File: config.mk
export PLATFORM = sky130hd
export DESIGN_NAME = lvds10_packer
export DESIGN_NICKNAME = d
export VERILOG_FILES = /design/src/rtl/lvdp_pkg.sv /design/src/rtl/lvdp_order.sv /design/src/rtl/lvdp_lane_map.sv /design/src/rtl/lvdp_shifter.sv /design/src/rtl/lvds10_packer.sv
export SDC_FILE = /design/constraint.sdc
export NUM_CORES = 1
export LEC_CHECK = 0
export ABC_AREA = 0
export BUFFER_PORTS_ARGS = -buffer_cell sky130_fd_sc_hd__buf_4
export CAP_MARGIN = 20
export CORE_ASPECT_RATIO = 0.75
export CORE_MARGIN = 5
export CORE_UTILIZATION = 25
export DETAILED_ROUTE_END_ITERATION = 6
export SKIP_CTS_REPAIR_TIMING = 1
export SYNTH_ARGS = -nofsm -noshare
export SYNTH_HDL_FRONTEND = slang
export SYNTH_HIERARCHICAL = 1
export SYNTH_SLANG_ARGS = --single-unit
File: constraint.sdc
create_clock -name clk -period 3.9 [get_ports clk]
set_input_delay 1.17 -clock clk [delete_from_list [all_inputs] [get_ports clk]]
set_output_delay 1.17 -clock clk [all_outputs]
set_load 0.1 [all_outputs]
File: src/rtl/lvdp_pkg.sv
package lvdp_pkg;
   localparam int unsigned SLOT_N  = 7;
   localparam int unsigned LANE_N  = 5;
   localparam int unsigned COLOR_W = 10;
   // clock-lane level per slot, bit s = slot s
   localparam logic [SLOT_N-1:0] CLK_PATTERN = 7'b1100011;
   typedef logic [SLOT_N-1:0]  slot_word_t;
   typedef logic [COLOR_W-1:0] color_t;
endpackage

File: src/rtl/lvdp_order.sv
// Reorders one colour so that the lane map can place bits with a single layout.
module lvdp_order #(
   parameter int unsigned COLOR_W = 10,
   parameter int unsigned PAIR_W  = 2
) (
   input  logic               hi_first,
   input  logic [COLOR_W-1:0] c_in,
   output logic [COLOR_W-1:0] c_out
);
   localparam int unsigned LOW_W = COLOR_W - 2*PAIR_W;

   initial begin
      assert (LOW_W > 0) else $fatal(1, "lvdp_order: colour too narrow");
   end

   logic [COLOR_W-1:0] swapped;
   // position p<LOW_W takes bit p+2*PAIR_W; middle pair takes the second pair; top pair takes the lowest
   assign swapped = {c_in[PAIR_W-1:0], c_in[2*PAIR_W-1:PAIR_W], c_in[COLOR_W-1:2*PAIR_W]};
   assign c_out   = hi_first ? swapped : c_in;
endmodule

File: src/rtl/lvdp_lane_map.sv
// Places ordered colour bits and control flags into the five lane words.
module lvdp_lane_map
   import lvdp_pkg::*;
(
   input  color_t                        r,
   input  color_t                        g,
   input  color_t                        b,
   input  logic                          hs,
   input  logic                          vs,
   input  logic                          de,
   output logic [LANE_N-1:0][SLOT_N-1:0] words
);
   always_comb begin
      words[0] = {g[0], r[5:0]};
      words[1] = {b[1], b[0], g[5:1]};
      words[2] = {de, vs, hs, b[5:2]};
      words[3] = {1'b0, b[7], b[6], g[7], g[6], r[7], r[6]};
      words[4] = {1'b0, b[9], b[8], g[9], g[8], r[9], r[8]};
   end
endmodule

File: src/rtl/lvdp_shifter.sv
// One lane of the serializer: parallel load at the frame boundary, rotate otherwise.
module lvdp_shifter #(
   parameter int unsigned       SLOT_N  = 7,
   parameter logic [SLOT_N-1:0] RST_VAL = '0
) (
   input  logic              clk,
   input  logic              rst_n,
   input  logic              load,
   input  logic [SLOT_N-1:0] din,
   output logic              dout
);
   logic [SLOT_N-1:0] sh_q;

   always_ff @(posedge clk) begin
      if (!rst_n)
         sh_q <= RST_VAL;
      else if (load)
         sh_q <= din;
      else
         sh_q <= {sh_q[0], sh_q[SLOT_N-1:1]};
   end

   assign dout = sh_q[0];
endmodule

File: src/rtl/lvds10_packer.sv
module lvds10_packer #(
   parameter int unsigned COLOR_W   = 10,
   parameter int unsigned SLOT_N    = 7,
   parameter int unsigned LANE_N    = 5,
   parameter bit          SERIAL_EN = 1'b1
) (
   input  logic                       clk,
   input  logic                       rst_n,
   input  logic                       fmt_hi_first,
   input  logic [COLOR_W-1:0]         pix_r,
   input  logic [COLOR_W-1:0]         pix_g,
   input  logic [COLOR_W-1:0]         pix_b,
   input  logic                       pix_hs,
   input  logic                       pix_vs,
   input  logic                       pix_de,
   output logic                       pix_load,
   output logic [LANE_N*SLOT_N-1:0]   lane_word,
   output logic [LANE_N-1:0]          ser_data,
   output logic                       ser_clk
);
   import lvdp_pkg::*;

   localparam int unsigned CNT_W = $clog2(SLOT_N);
   localparam int unsigned LAST  = SLOT_N - 1;
   localparam int unsigned NCOL  = 3;

   initial begin
      assert (COLOR_W == lvdp_pkg::COLOR_W) else $fatal(1, "lvds10_packer: COLOR_W must be 10");
      assert (SLOT_N == lvdp_pkg::SLOT_N) else $fatal(1, "lvds10_packer: SLOT_N must be 7");
      assert (LANE_N == lvdp_pkg::LANE_N) else $fatal(1, "lvds10_packer: LANE_N must be 5");
   end

   // slot counter and frame strobe
   logic [CNT_W-1:0] cnt;

   assign pix_load = (cnt == CNT_W'(LAST));

   always_ff @(posedge clk) begin
      if (!rst_n)
         cnt <= '0;
      else if (pix_load)
         cnt <= '0;
      else
         cnt <= cnt + 1'b1;
   end

   // colour ordering, one instance per primary
   logic [NCOL-1:0][COLOR_W-1:0] col_in;
   logic [NCOL-1:0][COLOR_W-1:0] col_ord;

   assign col_in = {pix_b, pix_g, pix_r};

   for (genvar k = 0; k < NCOL; k++) begin : g_order
      lvdp_order #(.COLOR_W(COLOR_W), .PAIR_W(2)) i_order (
         .hi_first (fmt_hi_first),
         .c_in     (col_in[k]),
         .c_out    (col_ord[k])
      );
   end

   // lane placement and capture register
   logic [LANE_N-1:0][SLOT_N-1:0] words_d;
   logic [LANE_N-1:0][SLOT_N-1:0] word_q;

   lvdp_lane_map i_map (
      .r     (col_ord[0]),
      .g     (col_ord[1]),
      .b     (col_ord[2]),
      .hs    (pix_hs),
      .vs    (pix_vs),
      .de    (pix_de),
      .words (words_d)
   );

   always_ff @(posedge clk) begin
      if (!rst_n)
         word_q <= '0;
      else if (pix_load)
         word_q <= words_d;
   end

   for (genvar i = 0; i < LANE_N; i++) begin : g_flat
      assign lane_word[i*SLOT_N +: SLOT_N] = word_q[i];
   end


   load_gap_chk: assert property (@(posedge clk) disable iff (!rst_n)
      pix_load |=> !pix_load);


   load_restart_chk: assert property (@(posedge clk) disable iff (!rst_n)
      pix_load |=> (cnt == '0));


   ctl_capture_chk: assert property (@(posedge clk) disable iff (!rst_n)
      pix_load |=> (lane_word[2*SLOT_N+LAST -: 3] == $past({pix_de, pix_vs, pix_hs})));

   // optional serializer
   if (SERIAL_EN) begin : g_ser
      for (genvar i = 0; i < LANE_N; i++) begin : g_lane
         lvdp_shifter #(.SLOT_N(SLOT_N), .RST_VAL('0)) i_shift (
            .clk   (clk),
            .rst_n (rst_n),
            .load  (pix_load),
            .din   (words_d[i]),
            .dout  (ser_data[i])
         );


         ser_slot_chk: assert property (@(posedge clk) disable iff (!rst_n)
            ser_data[i] == lane_word[i*SLOT_N + int'(cnt)]);
      end

      lvdp_shifter #(.SLOT_N(SLOT_N), .RST_VAL(CLK_PATTERN)) i_clk_shift (
         .clk   (clk),
         .rst_n (rst_n),
         .load  (pix_load),
         .din   (CLK_PATTERN),
         .dout  (ser_clk)
      );


      clk_lane_chk: assert property (@(posedge clk) disable iff (!rst_n)
         ser_clk == ((cnt < CNT_W'(2)) || (cnt > CNT_W'(4))));


      rsvd_zero_chk: assert property (@(posedge clk) disable iff (!rst_n)
         pix_load |-> (ser_data[LANE_N-1] == 1'b0 && ser_data[LANE_N-2] == 1'b0));
   end else begin : g_noser
      assign ser_data = '0;
      assign ser_clk  = 1'b0;
   end
endmodule

# Yosys cells after proc, flatten, opt, wreduce, memory -nomap -nowiden
# Cells that the tools add are included.
# totals
wordCells	26
inputBits	36
reg_bits	78
# classes
mux	8
n_reduce_logical	1
bitwise_logic	1
eq_ne	1
n_addsub	1
# op_table
operator	count
$mux W10	3
$mux W7	3
$mux W6	2
$add A3 B1 Y3 const B	1
$eq A3 B3 Y1 const B	1
$reduce_or A2 Y1	1
$not A1 Y1	1

# Longest topological paths before layout
# Gate-level depths: netlist of run 1.
# logic_depth
ltp_word	2
depth_mapped	9
depth_no_buf	5

# Cells and area by module
# The synthesis of run 1 kept the hierarchy.
# modules_own_cells
mod	cells_per_inst	instances	area_each_um2
lvds10_packer	174	1	1491.4
lvdp_shifter (g_ser.g_lane[0].i_shift ...)	22	5	265.3
lvdp_order	11	3	161.4
lvdp_lane_map	36	1	266.5
lvdp_shifter (g_ser.i_clk_shift)	22	1	255.2

# Worst setup path before layout of run 1
# OpenSTA, ideal clock, no wires.
# synth_path
path_type	flip-flop to output port
from	reg cnt[0]
to	out pix_load
slack_ns	1.543
path_stages_with_launch	7
arrival_time_ns	1.187
n_path_buf	3
path_cell_list	dfxtp_1 inv_1 ha_1 buf_6 and2_4 buf_6 buf_6
# synth_via
elab_chain_cells	1
# synth_lines
item	line_no	source
start: declaration	lvds10_packer.sv:34	logic [CNT_W-1:0] cnt;
start signal: assignment	lvds10_packer.sv:44	cnt <= cnt + 1'b1;
$eq A3 B3 Y1	lvds10_packer.sv:36	assign pix_load = (cnt == CNT_W'(LAST));
end: declaration	lvds10_packer.sv:16	output logic pix_load,
# No other way between the ends.

# Worst setup path after layout of run 1
# layout_path
from	reg cnt[2]
to	out pix_load
# The elaborated chain is that of the path after synthesis.

==> results.cfg, run 1 <==
[timing]
finalCriticalPeriod_ns = 2.71
fin_crit_sh_pct = 69.5
timing.setup.tns_ns = 0
max_freq_mhz = 369
slew-limit-headroom_pct = 30.3
drv_slew = 0
finalHoldViolCount = 0
finClkSkew_ns = 0.00667
rsz0062_at_grt = false
setup_viol = 0
tightestPinTransition_ns = 1.05

[synthesis]
muxShareOfSynthArea_pct = 22.8
ys_warn_count = 6
netlist_area_mm2 = 0.00382
synth_compound_area_share_pct = 4.78
synthSimpleGateAreaFrac_pct = 17.0
synthAdderAreaFrac_pct = 0.654
synth-xor-area-share_pct = 0
seq_area_frac_synth_pct = 41.9
synth_top_cell_by_area = dfxtp_1
synth_top_area_share_pct = 41.9
ys_types = 20
synthCells = 375
ys_top_cells_by_area = dfxtp_1 (42%), mux2_4 (12%), mux2i_1 (11%)
synth.avg_cell_area_um2 = 10.2
synth_top_family_by_area = multiplexers
ys_ff_latch = 80

[power_and_ir_drop]
irDropWorstVdd_uv = 167
p_leak_uw = 0.00175
totalPowerFinal_uw = 1930
powerDensity_mw_per_mm2 = 424

[clock_network]
cts_buffer_depth = 2
clkTransAtPathRegs_ns = 0.06
cts_root_buffer = clkbuf_16
cts_tree = done
cts.sinks = 80
worstSkewPairLatency_ns = 0.33
cts_inserted_buffers = 9
htree_num_levels = 3

[route]
dr_total_vias = 2622
wl_met2_um = 3990
wl_met3_um = 523
drt-initial-drc-count = 140
wl_met1_um = 4440
ant_nets = 0
wl_um = 9090
routedWlPerCell_um = 14.7
firstDrtPassIters = 4
detail_route.vias_per_cell = 4.23
drc = 0
top_layer = met4

[die]
die_w_um = 153
core_mm2 = 0.0151
pin_count = 78
rows = 39
start_util_pct = 25.3
die_height_um = 117
die_area_mm2 = 0.0179

[critical_path]
path_max_fanout = 38
crit_required_ns = 2.73
cp-start-kind = register
arrival_ns = 1.54
crit_type = register to output pin
end_kind = output pin

[layout]
nNetsFinal = 448
antenna_cells = 0
area.growth.synth_to_final_pct = 19.3
drive_gt1_share_pct = 31.3

[global_route]
grt_max_degree = 80
overflow = 0
grt_pass1_vias = 2653
antenna_found_initial = 0
grt_pass1_wl_um = 14300
grt_usage_pct = 10.3

[place]
port_buffers = 77
place_congestion = 0.770
place_hpwl_um = 6440

[run]
cap_violations = 0

[min_path]
hp-class = register to register

[status]
outcome = completed
## routing by layer
layer	track usage, %	vias to the layer above
li1	-	1314
met4	3.56	0
met2	16.2	52
met5	0	-
met3	3.45	11
met1	13.5	1245
## stage by stage
stage                     std cells  setup slack (ns)  instance area [um^2]  util (%)  hold slack (ns)
after floorplan                 381              1.54                  3850         -            0.416
after global routing            620              1.11                  4560      30.1            0.473
final                           620              1.19                  4560      30.1            0.453
after detailed placement        604              1.52                  4240      28.0            0.446
after CTS                       620              1.17                  4560      30.1            0.456
after global placement          604              1.53                  4240      28.0            0.434
## logic make-up after synthesis
group	after synthesis
compound gates	36
buf+inv	65
simple gates	117
other cells	3
fa+ha+maj	2
mux	72
flops	80
## sequential cells by signal (all words and copies together) (netlist names)
name,count
lane_word,35
cnt,3
g_ser.g_lane.i_shift/sh_q,35
g_ser.i_clk_shift/sh_q,7
## path summary, 6_finish.rpt
check,start,end,slack [ns],depth (start not counted)
min reg2reg,lane_word[18]$_SDFFE_PN0N_,lane_word[18]$_SDFFE_PN0N_,0.45,2
max reg2reg,cnt[2]$_SDFF_PP0_,g_ser.g_lane[4].i_shift/sh_q[1]$_SDFF_PN0_,1.62,5
max,cnt[2]$_SDFF_PP0_,pix_load,1.19,3
min,lane_word[18]$_SDFFE_PN0N_,lane_word[18]$_SDFFE_PN0N_,0.45,2
## worst max-delay path, cell delays in order, from the launching register on
cell	delay, ns
dfxtp_1	0.31
buf_4	0.38
and2_4	0.24
buf_4	0.28
## layout make-up
class                      count  area, um^2
fill                        1595       10600
clock buffer                  10         229
multi-input combinational    236        1760
timing repair buffer          82         616
inverter                       1        3.75
sequential                    80        1600
tap                          205         256
clock inverter                 6        91.3
## cells in the final DEF, fill, tap and decap left out
cell type  netlist  final
buf_4           36     82
dfxtp_1         80     80
mux2i_1         42     42
nand2_1         39     39
nor2b_1         39     39
nand4_1         35     35
mux2_4          30     30
o21ai_0         18     18
o21ai_1         17     17
clkbuf_16        0      9
conb_1           3      9
nor3b_2          2      2
ha_1             2      2
clkinv_4         0      2
bufinv_16        0      2
inv_1            1      1
and2_4           1      1
nor3b_1          1      1
o21a_1           1      1
inv_6            0      1
clkbuf_1        11      1
clkinv_2         0      1
## cell usage after synthesis (all sizes together)
library cell and instances:
and2 1, buf 52, clkbuf 12, conb 3, dfxtp 80, ha 2, inv 1, mux2 30
mux2i 42, nand2 39, nand4 35, nor2b 39, nor3b 3, o21a 1, o21ai 35
## report_power, final
group | total [uW] | switching (uW) | internal [uW]
Combinational | 197 | 110 | 86.3
Sequential | 835 | 5.59 | 829
Clock | 902 | 338 | 564
Note: power is estimated with default switching activity, not from simulation.
==> inputs of run 2 (changes only) <==
Clock period 3.9 ns to 2.7 ns, I/O delays scaled along.
==> results.cfg, run 2 (synthesis results as in run 1) <==
[route]
dr_total_vias = 2614
wl_um = 9410
detail_route.vias_per_cell = 4.21
ant_nets = 0
firstDrtPassIters = 3
drt-initial-drc-count = 127
routedWlPerCell_um = 15.2
drc = 0

[critical_path]
path_max_fanout = 14
rr_startpoint = cnt[0]$_SDFF_PP0_
r2r-end = g_ser.g_lane[4].i_shift/sh_q[2]$_SDFF_PN0_
ff2ff_path_depth = 6
crit_type = register to output pin
end_kind = output pin
arrival_ns = 1.50
cp-start-kind = register
crit_path_end = pix_load
startpoint = cnt[0]$_SDFF_PP0_
crit_required_ns = 1.89
reg2reg_slack_ns = 0.90

[layout]
nNetsFinal = 449
drive_gt1_share_pct = 31.3
layout_common_cells = buf_4 (82), dfxtp_1 (80), mux2i_1 (42)
final_common_cell = buf_4
area.growth.synth_to_final_pct = 19.9
antenna_cells = 0
final_core_util_pct = 30.3
fill_cells = 1586

[power_and_ir_drop]
power_frac_seq_pct = 42.9
powerDensity_mw_per_mm2 = 614
clockPowerShare_pct = 46.8
swShare_pct = 23.1
switchingPower_uw = 650
combPwrFrac_pct = 10.3
irDropWorstVdd_uv = 298
totalPowerFinal_uw = 2810
intPower_uw = 2160
p_leak_uw = 0.00175

[clock_network]
worstSkewPairLatency_ns = 0.34
cts_root_buffer = clkbuf_16
cts_buffer_depth = 2
cts_inserted_buffers = 9
clkTransAtPathRegs_ns = 0.06
cts.sinks = 80
cts_tree = done
htree_num_levels = 3

[die]
rows = 39
start_util_pct = 25.3
die_area_mm2 = 0.0179
pin_count = 78
die_w_um = 153
die_height_um = 117
core_mm2 = 0.0151

[place]
place_congestion = 0.749
place_ws_ns = 0.677
port_buffers = 77
place_hpwl_um = 6660

[timing]
rsz0062_at_grt = false
fin_crit_sh_pct = 85.5
finalHoldViolCount = 0
tightestPinTransition_ns = 0.561
finClkSkew_ns = 0.0106
finalCriticalPeriod_ns = 2.31
slew-limit-headroom_pct = 62.6
max_freq_mhz = 433
timing.setup.tns_ns = 0
setup_slack_ns = 0.391
setup_viol = 0
drv_slew = 0

[global_route]
grt_pass1_vias = 2679
grt_pass1_wl_um = 14600
grt_usage_pct = 10.6
overflow = 0
antenna_found_initial = 0
grt_max_degree = 52

[run]
cap_violations = 0

[status]
outcome = completed

[min_path]
hp-class = register to register
hold_path.startpoint = g_ser.i_clk_shift/sh_q[2]$_SDFF_PN0_
[run 2: cell count changes in the layout (fill, tap and decap cells not counted)]
| cell | change |
|---|---|
| clkinv_4 | -2 |
| buf_12 | +1 |
| clkbuf_1 | +1 |
| clkbuf_8 | +1 |
| clkinv_2 | -1 |
| clkinvlp_4 | +1 |
[run 2: layout make-up]
cell class / instances / area [um^2] / share of cell area (%)
clock inverters: 4 / 76.3 / 1.67
multi-input cells: 236 / 1760 / 38.5
flip-flops and latches: 80 / 1600 / 34.9
well taps: 205 / 256 / 5.60
inverters: 1 / 3.75 / 0.0819
clock buffers: 12 / 246 / 5.38
repair buffers: 83 / 636 / 13.9
[run 2: power groups by stage]
stage	logic, uW	registers (uW)	clock network (uW)
floorplan	214	1270	0
global placement	287	1230	0
detailed placement	291	1230	0
CTS	292	1210	1340
global route	310	1210	1400
finish	290	1210	1320
[run 2: how the worst min path moves through the flow]
stage / slack (ns) / to / cells past startpoint
after floorplan: 0.42 / g_ser.i_clk_shift/sh_q[0]$_SDFF_PN1_ / 2
after global placement: 0.42 / g_ser.i_clk_shift/sh_q[5]$_SDFF_PN1_ / 2
after detailed placement: 0.43 / g_ser.i_clk_shift/sh_q[1]$_SDFF_PN1_ / 2
after CTS: 0.45 / g_ser.i_clk_shift/sh_q[1]$_SDFF_PN1_ / 2
after global routing: 0.47 / lane_word[8]$_SDFFE_PN0N_ / 2
final: 0.45 / g_ser.i_clk_shift/sh_q[1]$_SDFF_PN1_ / 2
[run 2: metal layers]
layer,share of wire (%),global-route usage [%],vias up
li1,-,-,1318
met1,48,13.3,1250
met2,45,16.5,40
met3,6.6,5.40,6
met4,0.58,2.31,0
met5,0,0,-
[run 2: per-stage QoR]
step                      area (um^2)  hold slack, ns  cells
after global placement           4260           0.419    605
after global routing             4580           0.471    621
after floorplan                  3850           0.416    381
final                            4580           0.448    621
after CTS                        4580           0.451    621
after detailed placement         4260           0.430    605
[run 2: worst max-delay path: stages (launching register included)]
cell and delay (ns):
dfxtp_1 0.33, inv_1 0.06, ha_1 0.16, and2_4 0.27, buf_4 0.33
==> inputs of run 3 (changes only) <==
Settings changed: RECOVER_POWER set to 100.
==> results.cfg, run 3 (synthesis results as in run 1) <==
[power_and_ir_drop]
irDropWorstVdd_uv = 300
p_leak_uw = 0.00162
swShare_pct = 23.1
switchingPower_uw = 648
powerDensity_mw_per_mm2 = 635
power_frac_seq_pct = 43.1
clockPowerShare_pct = 47.1
intPower_uw = 2150
combPwrFrac_pct = 9.8

[layout]
drive_gt1_share_pct = 24.8
final_common_cell = dfxtp_1
antenna_cells = 0
fin_cells = 621
nNetsFinal = 449
area.growth.synth_to_final_pct = 15.2
final_core_util_pct = 29.1
layout_common_cells = dfxtp_1 (80), mux2i_1 (42), nand2_1 (39), nor2b_1 (39), buf_4 (36)

[place]
place_ws_ns = 0.677
place_congestion = 0.749
dpl.cell_count = 605
port_buffers = 77
place_hpwl_um = 6660

[min_path]
hp-class = register to register

[clock_network]
cts_root_buffer = clkbuf_16
htree_num_levels = 3
worstSkewPairLatency_ns = 0.34
clkTransAtPathRegs_ns = 0.07
cts.sinks = 80
cts_buffer_depth = 2
cts_tree = done
cts_inserted_buffers = 9

[route]
ant_nets = 0
wl_um = 9450
dr_total_vias = 2607
drt-initial-drc-count = 146
firstDrtPassIters = 4
drc = 0
detail_route.vias_per_cell = 4.20
routedWlPerCell_um = 15.2

[timing]
max_freq_mhz = 424
finClkSkew_ns = 0.0107
finalCriticalPeriod_ns = 2.36
slew-limit-headroom_pct = 22.0
setup_viol = 0
drv_slew = 0
finalHoldViolCount = 0
fin_crit_sh_pct = 87.4
tightestPinTransition_ns = 1.18
rsz0062_at_grt = false
timing.setup.tns_ns = 0
setup_slack_ns = 0.341

[critical_path]
path_max_fanout = 2
crit_required_ns = 1.89
critPathTopFamily = buffers and inverters
crit_slowest_cell = clkbuf_1
crit_path_cell_trace = clkbuf_1
arrival_ns = 1.55
cp-start-kind = register
critPathBufInv = 1
end_kind = output pin
crit_type = register to output pin
slowest_delay_ns = 0.87

[die]
start_util_pct = 25.3
pin_count = 78
die_area_mm2 = 0.0179
rows = 39
core_mm2 = 0.0151
die_height_um = 117
die_w_um = 153

[status]
outcome = completed

[global_route]
grt_pass1_wl_um = 14600
overflow = 0
grt_pass1_vias = 2679
grt_usage_pct = 10.6
grt_max_degree = 52
antenna_found_initial = 0

[run]
cap_violations = 0
run 3: worst paths after layout:
| path | start | end | slack, ns | cells past startpoint |
|---|---|---|---|---|
| max | lane_word[34]$_SDFFE_PN0N_ | lane_word[34] | 0.34 | 1 |
| min | lane_word[18]$_SDFFE_PN0N_ | lane_word[18]$_SDFFE_PN0N_ | 0.45 | 2 |
| max reg2reg | cnt[0]$_SDFF_PP0_ | g_ser.g_lane[4].i_shift/sh_q[2]$_SDFF_PN0_ | 0.56 | 6 |
| min reg2reg | lane_word[18]$_SDFFE_PN0N_ | lane_word[18]$_SDFFE_PN0N_ | 0.45 | 2 |
run 3: stage by stage:
step | hold slack [ns] | total power [uW] | cell area [um^2]
6_report | 0.447 | 2800 | 4410
5_1_grt | 0.471 | 2900 | 4410
4_1_cts | 0.451 | 2840 | 4580
3_5_place_dp | 0.430 | 1520 | 4260
3_3_place_gp | 0.419 | 1520 | 4260
2_1_floorplan | 0.416 | 1480 | 3850
run 3: layout make-up:
| type | count | area, um^2 |
|---|---|---|
| multi-input cells | 236 | 1720 |
| well taps | 205 | 256 |
| repair buffers | 83 | 499 |
| clock inverters | 4 | 76.3 |
| inverters | 1 | 3.75 |
| fillers | 1620 | 10700 |
| clock buffers | 12 | 246 |
| flip-flops and latches | 80 | 1600 |
run 3: routing by layer:
metal | up-vias | part of all wire [%] | GRT usage (%)
li1 | 1318 | - | -
met2 | 43 | 44 | 16.5
met5 | - | 0 | 0
met1 | 1240 | 48 | 13.3
met3 | 6 | 6.8 | 5.40
met4 | 0 | 0.58 | 2.31
run 3: power by group through the flow:
stage | Clock, uW | Sequential [uW] | Combinational, uW
final | 1320 | 1210 | 275
after global routing | 1400 | 1210 | 295
after CTS | 1340 | 1210 | 292
after detailed placement | 0 | 1230 | 291
after global placement | 0 | 1230 | 287
after floorplan | 0 | 1270 | 214
